==> config.mk <==
export PLATFORM = sky130hd
export DESIGN_NAME = compand_serial_path
export DESIGN_NICKNAME = d
export VERILOG_FILES = /design/src/rtl/compand_pkg.sv /design/src/rtl/compand_slot_timer.sv /design/src/rtl/compand_tx_path.sv /design/src/rtl/compand_rx_path.sv /design/src/rtl/compand_serial_path.sv
export SDC_FILE = /design/constraint.sdc
export NUM_CORES = 1
export LEC_CHECK = 0
export BUFFER_PORTS_ARGS = -buffer_cell sky130_fd_sc_hd__buf_4
export CORE_MARGIN = 4
export CORE_UTILIZATION = 40
export DETAILED_ROUTE_END_ITERATION = 6
export GPL_TIMING_DRIVEN = 1
export PLACE_DENSITY_LB_ADDON = 0.05
export SLEW_MARGIN = 20
export SYNTH_ARGS = -nofsm -noshare
export SYNTH_HDL_FRONTEND = slang
export SYNTH_SLANG_ARGS = --single-unit
==> constraint.sdc <==
create_clock -name clk -period 3.7 [get_ports clk]
set_clock_uncertainty 0.05 [all_clocks]
set_input_delay 0.37 -clock clk [delete_from_list [all_inputs] [get_ports clk]]
set_output_delay 0.37 -clock clk [all_outputs]
set_load 0.1 [all_outputs]
==> src/rtl/compand_pkg.sv <==
package compand_pkg;

    localparam int WORD_W    = 16;
    localparam int CODE_W    = 8;
    localparam int ALAW_W    = 13;
    localparam int MULAW_W   = 14;
    localparam int CNT_W     = $clog2(WORD_W + 1);
    localparam int ALAW_PAD  = WORD_W - ALAW_W;
    localparam int MULAW_PAD = WORD_W - MULAW_W;

    localparam logic [CODE_W-1:0]  ALAW_FLIP = 8'h55;
    localparam logic [MULAW_W-2:0] MU_BIAS   = 13'd33;
    localparam logic [MULAW_W-2:0] MU_CLIP   = 13'd8158;

    typedef enum logic [1:0] {
        WL_BYTE   = 2'b00,
        WL_LOG    = 2'b01,
        WL_TWELVE = 2'b10,
        WL_FULL   = 2'b11
    } wl_mode_e;

    typedef enum logic {
        LAW_A  = 1'b0,
        LAW_MU = 1'b1
    } law_e;

    typedef struct packed {
        logic       top;
        logic [2:0] seg;
        logic [3:0] mant;
    } lcode_t;

    function automatic logic [CNT_W-1:0] bits_per_slot(input wl_mode_e m);
        case (m)
            WL_TWELVE: return CNT_W'(12);
            WL_FULL:   return CNT_W'(16);
            default:   return CNT_W'(8);
        endcase
    endfunction

    function automatic logic [CODE_W-1:0] alaw_compress(input logic [ALAW_W-1:0] x);
        logic              neg;
        logic [ALAW_W-2:0] mag;
        logic [2:0]        seg;
        lcode_t            c;
        neg = x[ALAW_W-1];
        mag = neg ? ~x[ALAW_W-2:0] : x[ALAW_W-2:0];
        seg = 3'd0;
        for (int b = 5; b < ALAW_W - 1; b++) begin
            if (mag[b]) seg = 3'(b - 4);
        end
        c.top  = ~neg;
        c.seg  = seg;
        c.mant = (seg == 3'd0) ? mag[4:1] : 4'(mag >> seg);
        return c ^ ALAW_FLIP;
    endfunction

    function automatic logic [ALAW_W-1:0] alaw_expand(input logic [CODE_W-1:0] code);
        lcode_t            c;
        logic [ALAW_W-2:0] mag;
        c = code ^ ALAW_FLIP;
        if (c.seg == 3'd0)
            mag = {7'd0, c.mant, 1'b1};
        else
            mag = {6'd0, 1'b1, c.mant, 1'b1} << (c.seg - 3'd1);
        return c.top ? {1'b0, mag} : (ALAW_W'(0) - {1'b0, mag});
    endfunction

    function automatic logic [CODE_W-1:0] mulaw_compress(input logic [MULAW_W-1:0] x);
        logic               neg;
        logic [MULAW_W-2:0] mag;
        logic [MULAW_W-2:0] biased;
        logic [2:0]         seg;
        lcode_t             c;
        neg = x[MULAW_W-1];
        mag = neg ? ~x[MULAW_W-2:0] : x[MULAW_W-2:0];
        if (mag > MU_CLIP) mag = MU_CLIP;
        biased = mag + MU_BIAS;
        seg = 3'd0;
        for (int b = 6; b < MULAW_W - 1; b++) begin
            if (biased[b]) seg = 3'(b - 5);
        end
        c.top  = neg;
        c.seg  = seg;
        c.mant = 4'(biased >> ({1'b0, seg} + 4'd1));
        return ~c;
    endfunction

    function automatic logic [MULAW_W-1:0] mulaw_expand(input logic [CODE_W-1:0] code);
        lcode_t             c;
        logic [MULAW_W-1:0] step;
        logic [MULAW_W-1:0] mag;
        c    = ~code;
        step = MULAW_W'({1'b1, c.mant, 1'b1}) << c.seg;
        mag  = step - MULAW_W'(MU_BIAS);
        return c.top ? (MULAW_W'(0) - mag) : mag;
    endfunction

endpackage

==> src/rtl/compand_slot_timer.sv <==
module compand_slot_timer
    import compand_pkg::*;
#(
    parameter int CW = CNT_W
) (
    input  logic          clk,
    input  logic          rst,
    input  logic          bit_tick,
    input  logic          fsync,
    input  logic [CW-1:0] nbits,
    output logic          load,
    output logic          shift,
    output logic          deadline,
    output logic          last
);

    logic          active;
    logic [CW-1:0] cnt;

    // a frame-sync tick opens the slot, each later tick moves one bit
    always_ff @(posedge clk) begin
        if (rst) begin
            active <= 1'b0;
            cnt    <= '0;
        end else if (bit_tick) begin
            if (fsync) begin
                active <= 1'b1;
                cnt    <= '0;
            end else if (active) begin
                if (cnt == nbits - CW'(1)) active <= 1'b0;
                else                       cnt    <= cnt + CW'(1);
            end
        end
    end

    always_comb begin
        load     = bit_tick && fsync;
        shift    = bit_tick && active;
        deadline = shift && (cnt == nbits - CW'(2));   // second-to-last tick
        last     = shift && (cnt == nbits - CW'(1));
    end

    p_ticks_exclusive_r6: assert property (@(posedge clk) disable iff (rst)
        $past(last) && !$past(fsync) |-> !shift || !active);

endmodule

==> src/rtl/compand_tx_path.sv <==
module compand_tx_path
    import compand_pkg::*;
#(
    parameter int W = WORD_W
) (
    input  logic         clk,
    input  logic         rst,
    input  logic         tx_wr,
    input  logic [W-1:0] tx_word,
    input  logic         stat_rd,
    input  wl_mode_e     mode,
    input  law_e         law,
    input  logic         load,
    input  logic         shift,
    input  logic         deadline,
    output logic         sdo,
    output logic         underrun
);

    logic [W-1:0]      hold;
    logic              hold_full;
    logic [W-1:0]      next_word;
    logic [W-1:0]      tx_sr;
    logic              armed;
    logic [CODE_W-1:0] log_code;
    logic [W-1:0]      staged;
    logic              miss;

    // the compressor runs on the held word at capture time
    always_comb begin
        if (law == LAW_MU) log_code = mulaw_compress(hold[W-1 -: MULAW_W]);
        else               log_code = alaw_compress(hold[W-1 -: ALAW_W]);
        staged = (mode == WL_LOG) ? {log_code, {(W-CODE_W){1'b0}}} : hold;
        miss   = deadline && !hold_full;
    end

    always_ff @(posedge clk) begin
        if (rst) begin
            hold      <= '0;
            hold_full <= 1'b0;
        end else begin
            if (tx_wr) begin
                hold      <= tx_word;
                hold_full <= 1'b1;
            end else if (deadline) begin
                hold_full <= 1'b0;
            end
        end
    end

    // capture at the deadline, keep the old word on a miss
    always_ff @(posedge clk) begin
        if (rst)                        next_word <= '0;
        else if (deadline && hold_full) next_word <= staged;
    end

    // MSB-first shifter, a load takes priority over a shift
    always_ff @(posedge clk) begin
        if (rst)        tx_sr <= '0;
        else if (load)  tx_sr <= next_word;
        else if (shift) tx_sr <= {tx_sr[W-2:0], 1'b0};
    end

    assign sdo = tx_sr[W-1];

    // sticky flag with a two-step clear
    always_ff @(posedge clk) begin
        if (rst) begin
            underrun <= 1'b0;
            armed    <= 1'b0;
        end else if (miss && mode == WL_LOG) begin
            underrun <= 1'b1;
            armed    <= 1'b0;
        end else if (underrun && armed && tx_wr) begin
            underrun <= 1'b0;
            armed    <= 1'b0;
        end else if (underrun && stat_rd) begin
            armed    <= 1'b1;
        end
    end

    p_capture_on_deadline_r7: assert property (@(posedge clk) disable iff (rst)
        !$stable(next_word) |-> $past(deadline));

    p_resend_on_underrun_r8: assert property (@(posedge clk) disable iff (rst)
        $rose(underrun) |-> $stable(next_word));

    p_clear_after_status_r9: assert property (@(posedge clk) disable iff (rst)
        $fell(underrun) |-> $past(tx_wr) && $past(armed));

    p_rise_log_only_r10: assert property (@(posedge clk) disable iff (rst)
        $rose(underrun) |-> $past(mode) == WL_LOG);

endmodule

==> src/rtl/compand_rx_path.sv <==
module compand_rx_path
    import compand_pkg::*;
#(
    parameter int W  = WORD_W,
    parameter int CW = CNT_W
) (
    input  logic          clk,
    input  logic          rst,
    input  logic          sdi,
    input  logic          shift,
    input  logic          last,
    input  wl_mode_e      mode,
    input  law_e          law,
    input  logic [CW-1:0] nbits,
    output logic [W-1:0]  rx_word
);

    logic [W-1:0]  rx_sr;
    logic [W-1:0]  gathered;
    logic [CW-1:0] pad;
    logic [W-1:0]  aligned;

    always_comb begin
        gathered = {rx_sr[W-2:0], sdi};
        pad      = CW'(W) - nbits;
        if (mode == WL_LOG) begin
            if (law == LAW_MU)
                aligned = {mulaw_expand(gathered[CODE_W-1:0]), {MULAW_PAD{1'b0}}};
            else
                aligned = {alaw_expand(gathered[CODE_W-1:0]), {ALAW_PAD{1'b0}}};
        end else begin
            aligned = gathered << pad;
        end
    end

    always_ff @(posedge clk) begin
        if (rst)        rx_sr <= '0;
        else if (shift) rx_sr <= gathered;
    end

    always_ff @(posedge clk) begin
        if (rst)       rx_word <= '0;
        else if (last) rx_word <= aligned;
    end

    p_rx_on_last_r6: assert property (@(posedge clk) disable iff (rst)
        !$stable(rx_word) |-> $past(last));

endmodule

==> src/rtl/compand_serial_path.sv <==
module compand_serial_path
    import compand_pkg::*;
(
    input  logic        clk,
    input  logic        rst,
    input  logic        tx_wr,
    input  logic [15:0] tx_word,
    input  logic        stat_rd,
    input  logic        law_mu,
    input  logic [1:0]  wl_code,
    input  logic        bit_tick,
    input  logic        fsync,
    input  logic        sdi,
    output logic        sdo,
    output logic [15:0] rx_word,
    output logic        underrun
);

    wl_mode_e         mode;
    law_e             law;
    logic [CNT_W-1:0] nbits;
    logic             load;
    logic             shift;
    logic             deadline;
    logic             last;

    assign mode  = wl_mode_e'(wl_code);
    assign law   = law_e'(law_mu);
    assign nbits = bits_per_slot(mode);

    compand_slot_timer #(.CW(CNT_W)) u_timer (
        .clk      (clk),
        .rst      (rst),
        .bit_tick (bit_tick),
        .fsync    (fsync),
        .nbits    (nbits),
        .load     (load),
        .shift    (shift),
        .deadline (deadline),
        .last     (last)
    );

    compand_tx_path #(.W(WORD_W)) u_tx (
        .clk      (clk),
        .rst      (rst),
        .tx_wr    (tx_wr),
        .tx_word  (tx_word),
        .stat_rd  (stat_rd),
        .mode     (mode),
        .law      (law),
        .load     (load),
        .shift    (shift),
        .deadline (deadline),
        .sdo      (sdo),
        .underrun (underrun)
    );

    compand_rx_path #(.W(WORD_W), .CW(CNT_W)) u_rx (
        .clk     (clk),
        .rst     (rst),
        .sdi     (sdi),
        .shift   (shift),
        .last    (last),
        .mode    (mode),
        .law     (law),
        .nbits   (nbits),
        .rx_word (rx_word)
    );

    p_reset_quiet_r11: assert property (@(posedge clk)
        $past(rst) |-> !underrun && !sdo && rx_word == 16'h0000);

endmodule

==> Word level (Yosys, flattened, before mapping) <==
Cells that the tools add are included.
Widths: inputs -> output; s select.
{ "word_totals": {"output_inout_bits": 18, "register_bits": 88, "elab_cells": 101} }
{ "op_classes": {"n_shift": 5, "n_eq_ne": 6, "n_lt_le_gt_ge": 1, "bitwise": 7, "reduce_logical": 19, "muxes": 43, "addsub": 10} }
{ "op_table": {"columns": ["op", "count"], "rows": [
  ["$mux 16", 5],
  ["$mux 13", 4],
  ["$mux 12", 4],
  ["$mux 3", 10],
  ["$not 8->8", 2],
  ["$shl 16x5->16", 1],
  ["$mux 5", 3],
  ["$mux 14", 1],
  ["$shl 6x3->14", 1],
  ["$sub 1x14->14 const A", 1],
  ["$sub 14x6->14 const B", 1],
  ["$add 13x6->13 const B", 1],
  ["$gt 13x13->1 const B", 1],
  ["$not 13->13", 1],
  ["$shr 13x4->4", 1],
  ["$sub 1x12->13 const A", 1],
  ["$not 12->12", 1],
  ["$shl 6x3->12", 1],
  ["$shr 12x3->4", 1],
  ["$eq 5x5->1", 2],
  ["$logic_and 1x1->1", 10],
  ["$pmux 5 s2", 1],
  ["$mux 1", 9],
  ["$mux 2", 4],
  ["18 further kinds", 24]
]} }

==> Depth between registers and ports, before layout <==
Gate-level depths: netlist (run 1).
{ "logic_depth": {"depth_word": 19, "mapped_depth": 17, "mapped_depth_nobuf": 15} }

==> By module <==
From an unflattened synthesis (run 1), not the netlist that was laid out.
{ "unflattened": {"hier_cells": 1121, "area_unflattened_um2": 8413.1} }
{ "by_module_without_submodules": {"columns": ["mod", "seq_area_each_um2", "n_inst", "cells_per_inst", "area_per_inst_um2"], "rows": [
  ["compand_tx_path", 1021.0, 1, 528, 4022.6],
  ["compand_rx_path", 620.6, 1, 512, 3783.6],
  ["compand_slot_timer", 120.1, 1, 77, 583.1],
  ["compand_serial_path", 0.0, 1, 4, 23.8]
]} }

==> Least setup slack after synthesis (run 1) <==
No wires, ideal clock.
{ "synth_path": {"path_type": "flip-flop to flip-flop", "startpoint": "register u_tx.hold[15]", "endpoint": "register u_tx.next_word[9]", "t_arrival_ns": 3.862, "path_stages_with_launch": 15, "synth_period_minus_slack_ns": 4.027, "setup_time_ns": 0.116, "path_buffers": 4, "slack_ns": -0.327, "required_ns": 3.534, "path_cell_list": "dfxtp_1 -> buf_2 -> buf_2 -> buf_1 -> clkbuf_1 -> xnor2_1 -> o21ai_0 -> ha_1 -> and3_4 -> o31a_1 -> nor4_2 -> o211a_4 -> mux4_2 -> or2_1 -> a31o_1"} }
{ "synth_between": {"elab_chain_cells": 18, "word_cells_on_any_way": 30, "cone_classes": "add/sub (2); order compare (1); shift (2); mux (23); bitwise (1); reduce/logical (1)"} }
{ "synth_rtl": {"columns": ["item", "line", "rtl"], "rows": [
  ["from (decl)", "compand_tx_path.sv:20", "logic [W-1:0] hold;"],
  ["from (signal assigned)", "compand_tx_path.sv:43", "hold <= tx_word;"],
  ["$mux 13", "compand_pkg.sv:76", "mag = neg ? ~x[MULAW_W-2:0] : x[MULAW_W-2:0];"],
  ["$gt 13x13->1", "compand_pkg.sv:77", "if (mag > MU_CLIP) mag = MU_CLIP;"],
  ["$mux 13", "compand_pkg.sv:77", null],
  ["$mux 13", "compand_tx_path.sv:31", "if (law == LAW_MU) log_code = mulaw_compress(hold[W-1 -: MULAW_W]);"],
  ["$add 13x6->13", "compand_pkg.sv:78", "biased = mag + MU_BIAS;"],
  ["$mux 1", "compand_pkg.sv:81", "if (biased[b]) seg = 3'(b - 5);"],
  ["$mux 2 (2 in a row)", "compand_pkg.sv:81", null],
  ["$mux 3 (4 in a row)", "compand_pkg.sv:81", null],
  ["$mux 3", "compand_tx_path.sv:31", null],
  ["$add 3x1->4", "compand_pkg.sv:85", "c.mant = 4'(biased >> ({1'b0, seg} + 4'd1));"],
  ["$shr 13x4->4", "compand_pkg.sv:85", null],
  ["$not 8->8", "compand_pkg.sv:86", "return ~c;"],
  ["$mux 8 (*)", "compand_tx_path.sv:31", null],
  ["$mux 16 (*)", "compand_tx_path.sv:33", "staged = (mode == WL_LOG) ? {log_code, {(W-CODE_W){1'b0}}} : hold;"],
  ["to (signal assigned)", "compand_tx_path.sv:54", "else if (deadline && hold_full) next_word <= staged;"],
  ["to (decl)", "compand_tx_path.sv:22", "logic [W-1:0] next_word;"]
]} }
Every way passes the cells marked *; elsewhere a longest branch is shown, timed or not. The select of a mux whose other input is x is not followed.
A chain may end at the register's enable or synchronous reset.

==> Final worst setup path (run 1) <==
Ends and elaborated chain as after synthesis.

==> impl_metrics.toml, run 1 <==
[floorplan]
start_util = 0.410
rows = 48
die_w_um = 142
io_pins = 44
core-area_mm2 = 0.0174
die_h_um = 142
die_area_mm2 = 0.0201

[critical_path]
start_kind = "register"
slowest_stage = "a211o_1"
reg2reg_to = "u_tx.next_word[9]"
crit_path_end = "u_tx.next_word[9]"
r2r_start = "u_tx.hold[15]"
crit_fanout = 5
crit_family = "compound AO/OA/AOI/OAI gates"
reg2regPathDepth = 13
crit_cells = 13
cp_cell_sequence = "or3b_4 -> o22a_4 -> buf_4 -> o311a_4 -> buf_6 -> a21o_4 -> a2bb2oi_4 -> xor2_2 -> a211o_1 -> nor2_4 -> mux4_2 -> or2_1 -> a31o_1"
worstSetupEndpointType = "register"
slowest_delay_ps = 410
cp.arrival_ps = 3800
critPathKind = "register to register"
reg2reg_slack_ps = 90
path_buf_inv = 2
cp-startpoint = "u_tx.hold[15]"
required_ps = 3890

[logic_synthesis]
synth-xor-area-share = 0.0587
synth_area_leaders = "dfxtp_1 (25%), nand2_1 (8.4%), mux2i_1 (6.7%), a21oi_1 (5.9%), nor2_1 (5.7%)"
netlist_area_mm2 = 0.00715
synthAdderAreaFrac = 0.0238
yosys.area_share.simple = 0.254
synth_area_leader_cell = "dfxtp_1"
ys.flop_type = "dfxtp_1"
ys_seq_area_frac = 0.247
synth_mux_area_frac = 0.0909
ys_seq_elements = 88
async_flop_share = 0
synth_compound_area_frac = 0.271
synth_top_family_by_area = "compound AO/OA/AOI/OAI gates"
synthCells = 986
synth_top_area_frac = 0.247
syn_avg_cell_area_um2 = 7.25
synth_warnings = 0
synth_cell_type_count = 88
synth-edff-count = 0
syn-num-nets = 1024

[sta]
period_share = 0.976
maxSlewHeadroom = 0.377
finalSetupViolCount = 0
finalWorstSetupSlack_ps = 87.9
timing.fmax_mhz = 277
whs_ps = 209
finalHoldViolCount = 0
tightest_slew_ps = 934
period_needed_ps = 3610
finalMaxSlewViolations = 0

[detailed_routing]
wl_per_cell_um = 17.2
drc = 0
routed_wl_um = 22200
firstDrtPassIters = 5
drt-initial-drc-count = 382
vias = 7311
ant_nets = 0
viasPerCell = 5.68

[clock_tree]
cts_buffer_depth = 2
numCtsBuffers = 9
h-tree-depth = 3
clk_pin_slew_ps = 70
cts_sinks = 88
clkLatencyLatePin_ps = 350
cts_tree = "yes"
cts_root_buffer = "clkbuf_16"
cts_hold_repair.buffers = 0

[power_and_ir_drop]
sequentialPowerShare = 0.392
clockPowerShare = 0.351
p_leak_nw = 3.34
swShare = 0.320
pwr-share-comb = 0.257
ir_worst_vdd_mv = 0.227
power_density_mw_per_mm2 = 292
power_switching_w = 0.000806
p_int_w = 0.00171

[run]
max_cap_violations = 0

[grt]
grtUsageTotal = 0.221
grt_max_degree = 52
overflow = 0
antenna_found_initial = 0
grt_pass1_wl_um = 36200
first_global_vias = 6859

[placement]
gp_congestion = 0.848
pre_cts_ws_ps = -5.11
place_hpwl_um = 16300
io_buffers = 43

[cells_and_area]
final_nets = 1095
areaGrowthSynthToFinish_pct = 20.6
num_antenna_cells = 0
fill_cells = 1806
drive_above_1_share = 0.211

[min_path]
hp-class = "primary input to register"

[outcome]
outcome = "completed"
[power by group through the flow]
stage | combinational, W | sequential, W | clock (W)
floorplan | 0.000412 | 0.00101 | 0
global placement | 0.000608 | 0.00101 | 0
detailed placement | 0.000606 | 0.00101 | 0
CTS | 0.000614 | 0.000987 | 0.000918
global route | 0.000708 | 0.000990 | 0.000948
finish | 0.000647 | 0.000987 | 0.000885
[synth_stat cells, types with 8 or more instances]
cell type / count
nor3_1: 30
nand2_1: 160
a31oi_1: 9
a311oi_1: 21
xor2_1: 18
a21oi_1: 84
dfxtp_1: 88
xnor2_1: 28
buf_1: 8
o21ai_0: 47
nand2b_1: 16
inv_1: 19
clkbuf_1: 67
nand3_1: 24
o211ai_1: 10
ha_1: 12
nor2b_1: 11
and2_1: 10
nor2_1: 109
mux2i_1: 48
[per-layer routing]
metal	vias to the layer above	wire length, um	GRT usage
li1	3670	-	-
met1	3446	9700	0.280
met2	164	11200	0.395
met3	31	787	0.0233
met4	0	497	0.0646
met5	-	0	0
[per-stage QoR]
step           TNS [ps]  cell area [um^2]  total power (W)  cells  utilization
2_1_floorplan         0              7180          0.00142    986            -
3_3_place_gp          0              8160          0.00162   1267        0.469
3_5_place_dp      -5.11              8160          0.00161   1267        0.469
4_1_cts               0              8470          0.00252   1284        0.486
5_1_grt           -35.1              8620          0.00265   1287        0.495
6_report              0              8620          0.00252   1287        0.495
[final cells by class]
type | count | area, um^2 | area share
clock buffer | 10 | 229 | 0.0266
inverter | 19 | 71.3 | 0.00827
clock inverter | 6 | 51.3 | 0.00595
tap | 225 | 282 | 0.0327
sequential | 88 | 1770 | 0.205
timing repair buffer | 141 | 1070 | 0.124
multi-input combinational | 798 | 5150 | 0.598
[what timing repair did]
action,in CTS,in global routing
gates cloned,0,0
buffers inserted,1,3
pin swaps,6,14
resized for setup,5,30
setup endpoints to repair,1,10
endpoints found under the hold margin,0,0
[cell usage in the layout, fill, tap and decap left out, types with 4 or more instances in the layout]
cell         n
o21a_1       6
nor2_1     108
nand3_1     24
a31oi_1      8
buf_4      138
clkbuf_16    9
a21oi_1     82
nand2_1    160
o21ai_2      4
nor2b_1     10
inv_1       19
o211ai_1    10
a311oi_1    20
a31o_2       4
o22ai_1      7
mux2i_1     45
a211oi_1     7
o31ai_1      4
mux2_2       6
nor3_1      28
xnor2_1     27
and3_1       6
dfxtp_1     85
mux4_2       4
a221oi_1     6
and2_1      10
or3_1        5
o31a_1       4
a21o_1       7
o21ai_0     44
ha_1        11
nand2b_1    16
xor2_1      18
[cell families after synthesis]
group,after synthesis
flops,88
simple gates,398
fa+ha+maj,14
mux,59
buf+inv,100
compound gates,280
xor+xnor,47
[worst min-delay path, cell delays in order]
cell     delay (ps)
buf_4            70
mux2i_1          50
nor2_1           70
[sequential cells by signal (all words and copies together), names as in the netlist]
signal and cells:
u_rx.rx_word 16, u_tx.hold 16, u_tx.next_word 16, u_tx.tx_sr 16
u_rx.rx_sr 15, u_timer.cnt 5, u_timer.active 1, u_tx.armed 1
u_tx.hold_full 1, u_tx.underrun 1
[how the worst min path moves through the flow]
stage	from	endpoint	slack (ps)	cells after the start
after floorplan	u_tx.next_word[0]	u_tx.next_word[0]	380	2
after global placement	u_rx.rx_word[3]	u_rx.rx_word[3]	390	2
after detailed placement	u_tx.next_word[6]	u_tx.next_word[6]	390	2
after CTS	tx_word[1]	u_tx.hold[1]	200	3
after global routing	tx_word[11]	u_tx.hold[11]	220	3
final	tx_word[12]	u_tx.hold[12]	210	3
(Power assumes the default switching activity.)
==> run 2: changes to the inputs <==
Settings changed: CORE_UTILIZATION 40 to 49, GPL_TIMING_DRIVEN 1 to 0, SYNTH_HIERARCHICAL set to 1.
==> impl_metrics.toml, run 2 <==
[detailed_routing]
ant_nets = 0
firstDrtPassIters = 6
drt-initial-drc-count = 665
drc = 0
routed_wl_um = 26200
viasPerCell = 6.15
wl_per_cell_um = 18.3
vias = 8794

[critical_path]
start_kind = "register"
critPathKind = "register to register"
cp.arrival_ps = 4000
worstSetupEndpointType = "register"
crit_fanout = 6
required_ps = 3920

[clock_tree]
cts_hold_repair.buffers = 0
cts_sinks = 88
clkLatencyLatePin_ps = 350
cts_buffer_depth = 2
clk_pin_slew_ps = 70
h-tree-depth = 3
numCtsBuffers = 9
cts_root_buffer = "clkbuf_16"
cts_tree = "yes"

[logic_synthesis]
synth_common_cells = "nor2_1 (167), nand2_1 (93), dfxtp_1 (88), mux2i_1 (80), a21oi_1 (62)"
synth_area_leader_cell = "dfxtp_1"
yosys.area_share.simple = 0.245
ys_seq_elements = 88
synthCells = 1121
netlist_area_mm2 = 0.00841
synth_top_area_frac = 0.209
synth_cell_type_count = 103
synth_warnings = 6
async_flop_share = 0
ys_seq_area_frac = 0.209
synth_compound_area_frac = 0.286
synth_area_leaders = "dfxtp_1 (21%), mux2i_1 (9.5%), nor2_1 (7.5%), nand2_1 (4.1%), a21oi_1 (3.7%)"
syn_avg_cell_area_um2 = 7.50
synthAdderAreaFrac = 0.0238
synth_top_family_by_area = "compound AO/OA/AOI/OAI gates"
synth_mux_area_frac = 0.127
synth-edff-count = 0
ys.flop_type = "dfxtp_1"
synth-xor-area-share = 0.0455
synth_most_common_cell = "nor2_1"

[grt]
overflow = 0
grt_pass1_wl_um = 42200
antenna_found_initial = 0
grt_max_degree = 20
grtUsageTotal = 0.262
first_global_vias = 8143

[cells_and_area]
num_antenna_cells = 0
mostFrequentLayoutCell = "nor2_1"
fill_cells = 1602
drive_above_1_share = 0.179
stdcell_count = 1430
multi_input_area_mm2 = 0.00650
seq_area_mm2 = 0.00178
areaGrowthSynthToFinish_pct = 19.1
layout_common_cells = "nor2_1 (164), nand2_1 (92), dfxtp_1 (83)"
final_nets = 1247

[sta]
tightest_slew_ps = 1070
timing.fmax_mhz = 264
finalSetupViolCount = 3
finalMaxSlewViolations = 0
finalWorstSetupSlack_ps = -83.4
maxSlewHeadroom = 0.287
period_needed_ps = 3780
rsz0062_at_grt = "yes"
finalHoldViolCount = 0
period_share = 1.02

[power_and_ir_drop]
swShare = 0.327
clockPowerShare = 0.359
sequentialPowerShare = 0.342
power_density_mw_per_mm2 = 284
p_leak_nw = 3.66
pwr-share-comb = 0.299
p_int_w = 0.00192
power_switching_w = 0.000930
ir_worst_vdd_mv = 0.297

[min_path]
hp-class = "primary input to register"

[outcome]
violations = "negative setup slack"
outcome = "complete, but fails checks"

[floorplan]
die_w_um = 139
die_h_um = 139
rows = 47
start_util = 0.504
die_area_mm2 = 0.0193
core-area_mm2 = 0.0167
io_pins = 44

[placement]
gp_congestion = 1.02
dp_cells = 1389
pre_cts_ws_ps = -768
io_buffers = 42
place_hpwl_um = 19700

[run]
max_cap_violations = 0
run 2: cell types whose count changed after synthesis, sizes merged, moves of 14 or more:
cell | previous run | this run
nand2 | 160 | 93
mux2i | 48 | 80
nor2 | 111 | 168
a211oi | 8 | 27
a31oi | 9 | 23
inv | 19 | 33
buf | 14 | 35
a21oi | 85 | 62
a311oi | 23 | 9
run 2: stage by stage:
| step | util | cell area (um^2) | power (W) | TNS (ps) | hold WS (ps) |
|---|---|---|---|---|---|
| after CTS | 0.582 | 9720 | 0.00281 | -377 | 194 |
| after floorplan | - | 8480 | 0.00151 | 0 | 389 |
| after detailed placement | 0.543 | 9070 | 0.00169 | -9390 | 416 |
| after global routing | 0.600 | 10000 | 0.00298 | -865 | 201 |
| after global placement | 0.543 | 9070 | 0.00168 | -9320 | 411 |
| final | 0.600 | 10000 | 0.00285 | -224 | 207 |
run 2: worst max-delay path, cell delays in order, from the launching register on:
cell and delay, ps:
dfxtp_4 360, or4b_4 550, o221a_4 300, o21ai_4 150
ha_4 190, a41o_1 190, a31oi_2 100, o21ba_4 260
nand2b_1 70, a41oi_2 200, o311a_4 260, nor3_4 60
buf_6 130, a2111oi_4 340, and4b_1 260, o31ai_1 220
run 2: metal layers:
metal  GRT usage  vias up  share of wire
li1            -     4279              -
met1       0.341     4112           0.43
met2       0.431      343           0.47
met3      0.0359       60          0.055
met4       0.123        0          0.042
met5           0        -              0
run 2: cell families after synthesis:
kind of cell / after synthesis
AND/OR/NAND/NOR: 430
AO/OA/AOI/OAI: 324
buffers and inverters: 125
multiplexers: 95
flip-flops: 88
XOR/XNOR: 42
adder cells (fa/ha/maj): 16
other: 1
run 2: cell type report:
cell class,instances,share of cell area
inverter,34,0.0134
tap,220,0.0275
clock buffer,10,0.0229
multi-input combinational,914,0.649
timing repair buffer,72,0.0555
buffer,86,0.0441
clock inverter,6,0.0102
sequential,88,0.177
run 2: power by group through the flow:
stage	Sequential [W]	Combinational (W)	Clock [W]
floorplan	0.00100	0.000514	0
global placement	0.000997	0.000685	0
detailed placement	0.000997	0.000688	0
CTS	0.000974	0.000784	0.00105
global route	0.000976	0.000913	0.00109
finish	0.000975	0.000850	0.00102
run 2: path summary, 6_finish.rpt:
check,start,slack (ps),to,cells after the start
worst min register to register,u_rx/rx_word[1],420,u_rx/rx_word[1],2
worst min-delay path,tx_word[0],210,u_tx/hold[0],3
worst max register to register,u_tx/hold[2],-80,u_tx/next_word[10],15
worst max-delay path,u_tx/hold[2],-80,u_tx/next_word[10],15
run 2: what timing repair did:
action | in CTS | in global routing
endpoints found under the setup margin | 18 | 17
resized for setup | 54 | 45
setup buffers | 14 | 17
hold endpoints to repair | 0 | 0
pin swaps | 24 | 25
==> run 3: changes to the inputs <==
Settings changed: ABC_AREA set to 1.
==> impl_metrics.toml, run 3 <==
[floorplan]
die_w_um = 131
rows = 44
core-area_mm2 = 0.0146
io_pins = 44
start_util = 0.504
die_area_mm2 = 0.0171
die_h_um = 131

[logic_synthesis]
syn_avg_cell_area_um2 = 6.23
synth_most_common_cell = "nand2_1"
synth_warnings = 6
synth_cell_type_count = 57
synth_common_cells = "nand2_1 (276), o21ai_0 (123), inv_1 (111), nor2_1 (104), a21oi_1 (101)"
synth-edff-count = 0
synth_top_area_frac = 0.239
netlist_area_mm2 = 0.00738
ys_seq_elements = 88
synthCells = 1185
ys.flop_type = "dfxtp_1"
ys_seq_area_frac = 0.239
async_flop_share = 0
synth_area_leaders = "dfxtp_1 (24%), nand2_1 (14%), o21ai_0 (8.3%), a21oi_1 (6.9%), nand3_1 (6.2%)"
synth_area_leader_cell = "dfxtp_1"

[cells_and_area]
drive_above_1_share = 0.152
stdcell_count = 1438
num_antenna_cells = 0
final_nets = 1291
areaGrowthSynthToFinish_pct = 12.5
mostFrequentLayoutCell = "nand2_1"
layout_common_cells = "nand2_1 (276), o21ai_0 (123), inv_1 (111)"

[placement]
pre_cts_ws_ps = 239
gp_congestion = 0.975
place_hpwl_um = 17000
io_buffers = 43
dp_cells = 1422

[detailed_routing]
wl_per_cell_um = 14.9
ant_nets = 0
viasPerCell = 5.41
routed_wl_um = 21400
firstDrtPassIters = 6
drt-initial-drc-count = 511
drc = 0
vias = 7775

[grt]
busiest_layer = "met2"
globalRouteMet1Util = 0.344
first_global_vias = 6883
grt_max_degree = 18
grtUsageTotal = 0.250
antenna_found_initial = 0
met3_usage = 0.0346
overflow = 0
met2_usage = 0.418
grt_pass1_wl_um = 34400

[critical_path]
reg2regPathDepth = 26
cp_common_cell = "nand2_1"
slowest_delay_ps = 360
r2r_start = "u_tx/hold[15]"
required_ps = 3870
critPathKind = "register to register"
crit_fanout = 10
cp.arrival_ps = 3620
worstSetupEndpointType = "register"
start_kind = "register"
slowest_stage = "dfxtp_1"
reg2reg_slack_ps = 250
reg2reg_to = "u_tx/next_word[11]"
cp-startpoint = "u_tx/hold[15]"

[sta]
tightest_slew_ps = 549
maxSlewHeadroom = 0.633
finalSetupViolCount = 0
finalMaxSlewViolations = 0
finalWorstSetupSlack_ps = 252
finalHoldViolCount = 0
period_needed_ps = 3450
period_share = 0.932
timing.fmax_mhz = 290

[min_path]
hold_path.startpoint = "tx_word[7]"
hp-class = "primary input to register"
worstHoldPathCells = 3
hold_end = "u_tx/hold[7]"

[clock_tree]
numCtsBuffers = 9
cts_resized = 0
cts_hold_repair.buffers = 0
cts_setup_buffers = 0
cts_root_buffer = "clkbuf_16"
cts_sinks = 88
clkLatencyLatePin_ps = 340
cts_buffer_depth = 2
h-tree-depth = 3
clk_pin_slew_ps = 70
cts_tree = "yes"

[power_and_ir_drop]
p_leak_nw = 3.88
power_density_mw_per_mm2 = 358
ir_worst_vdd_mv = 0.271

[outcome]
outcome = "completed"

[run]
max_cap_violations = 0
run 3: changes by cell type after synthesis, sizes merged, moves of 25 or more:
cell and change:
a211oi -25, a21oi +48, inv +95, mux2i -74
nand2 +229, nand3 +72, nor2 -52, o21ai +95
xnor2 -25
run 3: power breakdown:
| part | switching, W | leakage, nW | total (W) | internal (W) |
|---|---|---|---|---|
| registers | 0.0000344 | 0.719 | 0.00102 | 0.000988 |
| logic | 0.000669 | 3.00 | 0.000993 | 0.000324 |
| clock network | 0.000413 | 0.155 | 0.000952 | 0.000539 |
| total | 0.00112 | 3.88 | 0.00297 | 0.00185 |
run 3: worst max path at each step:
stage	endpoint	slack [ps]	cells past startpoint
global route	u_tx/next_word[11]	-0.4	25
CTS	u_tx/next_word[11]	220	26
detailed placement	u_tx/next_word[11]	240	26
finish	u_tx/next_word[11]	250	26
floorplan	u_tx/next_word[11]	870	24
global placement	u_tx/next_word[11]	210	23
run 3: per-stage QoR:
stage          hold slack (ps)   util  setup TNS [ps]  instance area (um^2)  total power (W)
3_3_place_gp               406  0.544               0                  7970          0.00201
2_1_floorplan              382      -               0                  7410          0.00179
3_5_place_dp               410  0.544               0                  7970          0.00201
4_1_cts                    185  0.566               0                  8280          0.00297
6_report                   196  0.567               0                  8300          0.00297
5_1_grt                    197  0.567          -0.384                  8300          0.00315
run 3: layout make-up:
type                    count  area [um^2]
fillers                  1524         6350
multi-input cells         924         4910
flip-flops and latches     88         1760
inverters                 132          500
repair buffers             43          323
plain buffers              51          259
well taps                 184          230
clock buffers               9          225
clock inverters             7         88.8
run 3: critical path: cells and delay by family (launching register included):
family                   cells  cell delay [ps]
AND/OR/NAND/NOR             17             1710
AO/OA/AOI/OAI                3              420
buffers and inverters        5              560
flip-flops                   1              360
adder cells (fa/ha/maj)      1              210
run 3: per-layer routing:
metal,wire [um],part of all wire,up-vias
met3,842,0.039,25
met5,0,0,-
met1,10100,0.47,3496
li1,-,-,4066
met4,374,0.017,0
met2,10100,0.47,188
run 3: logic make-up (layout without fill, tap and decap cells):
logic type,after synthesis,after routing,share of synthesized area
adders and majority gates,16,16,0.0271
and+or+nand+nor,573,573,0.361
AOI/OAI and AO/OA,302,302,0.234
xor gates and xnor gates,16,16,0.0282
DFF,88,88,0.239
buffers and inverters,183,242,0.103
muxes,6,6,0.00814
other,1,11,0.000508
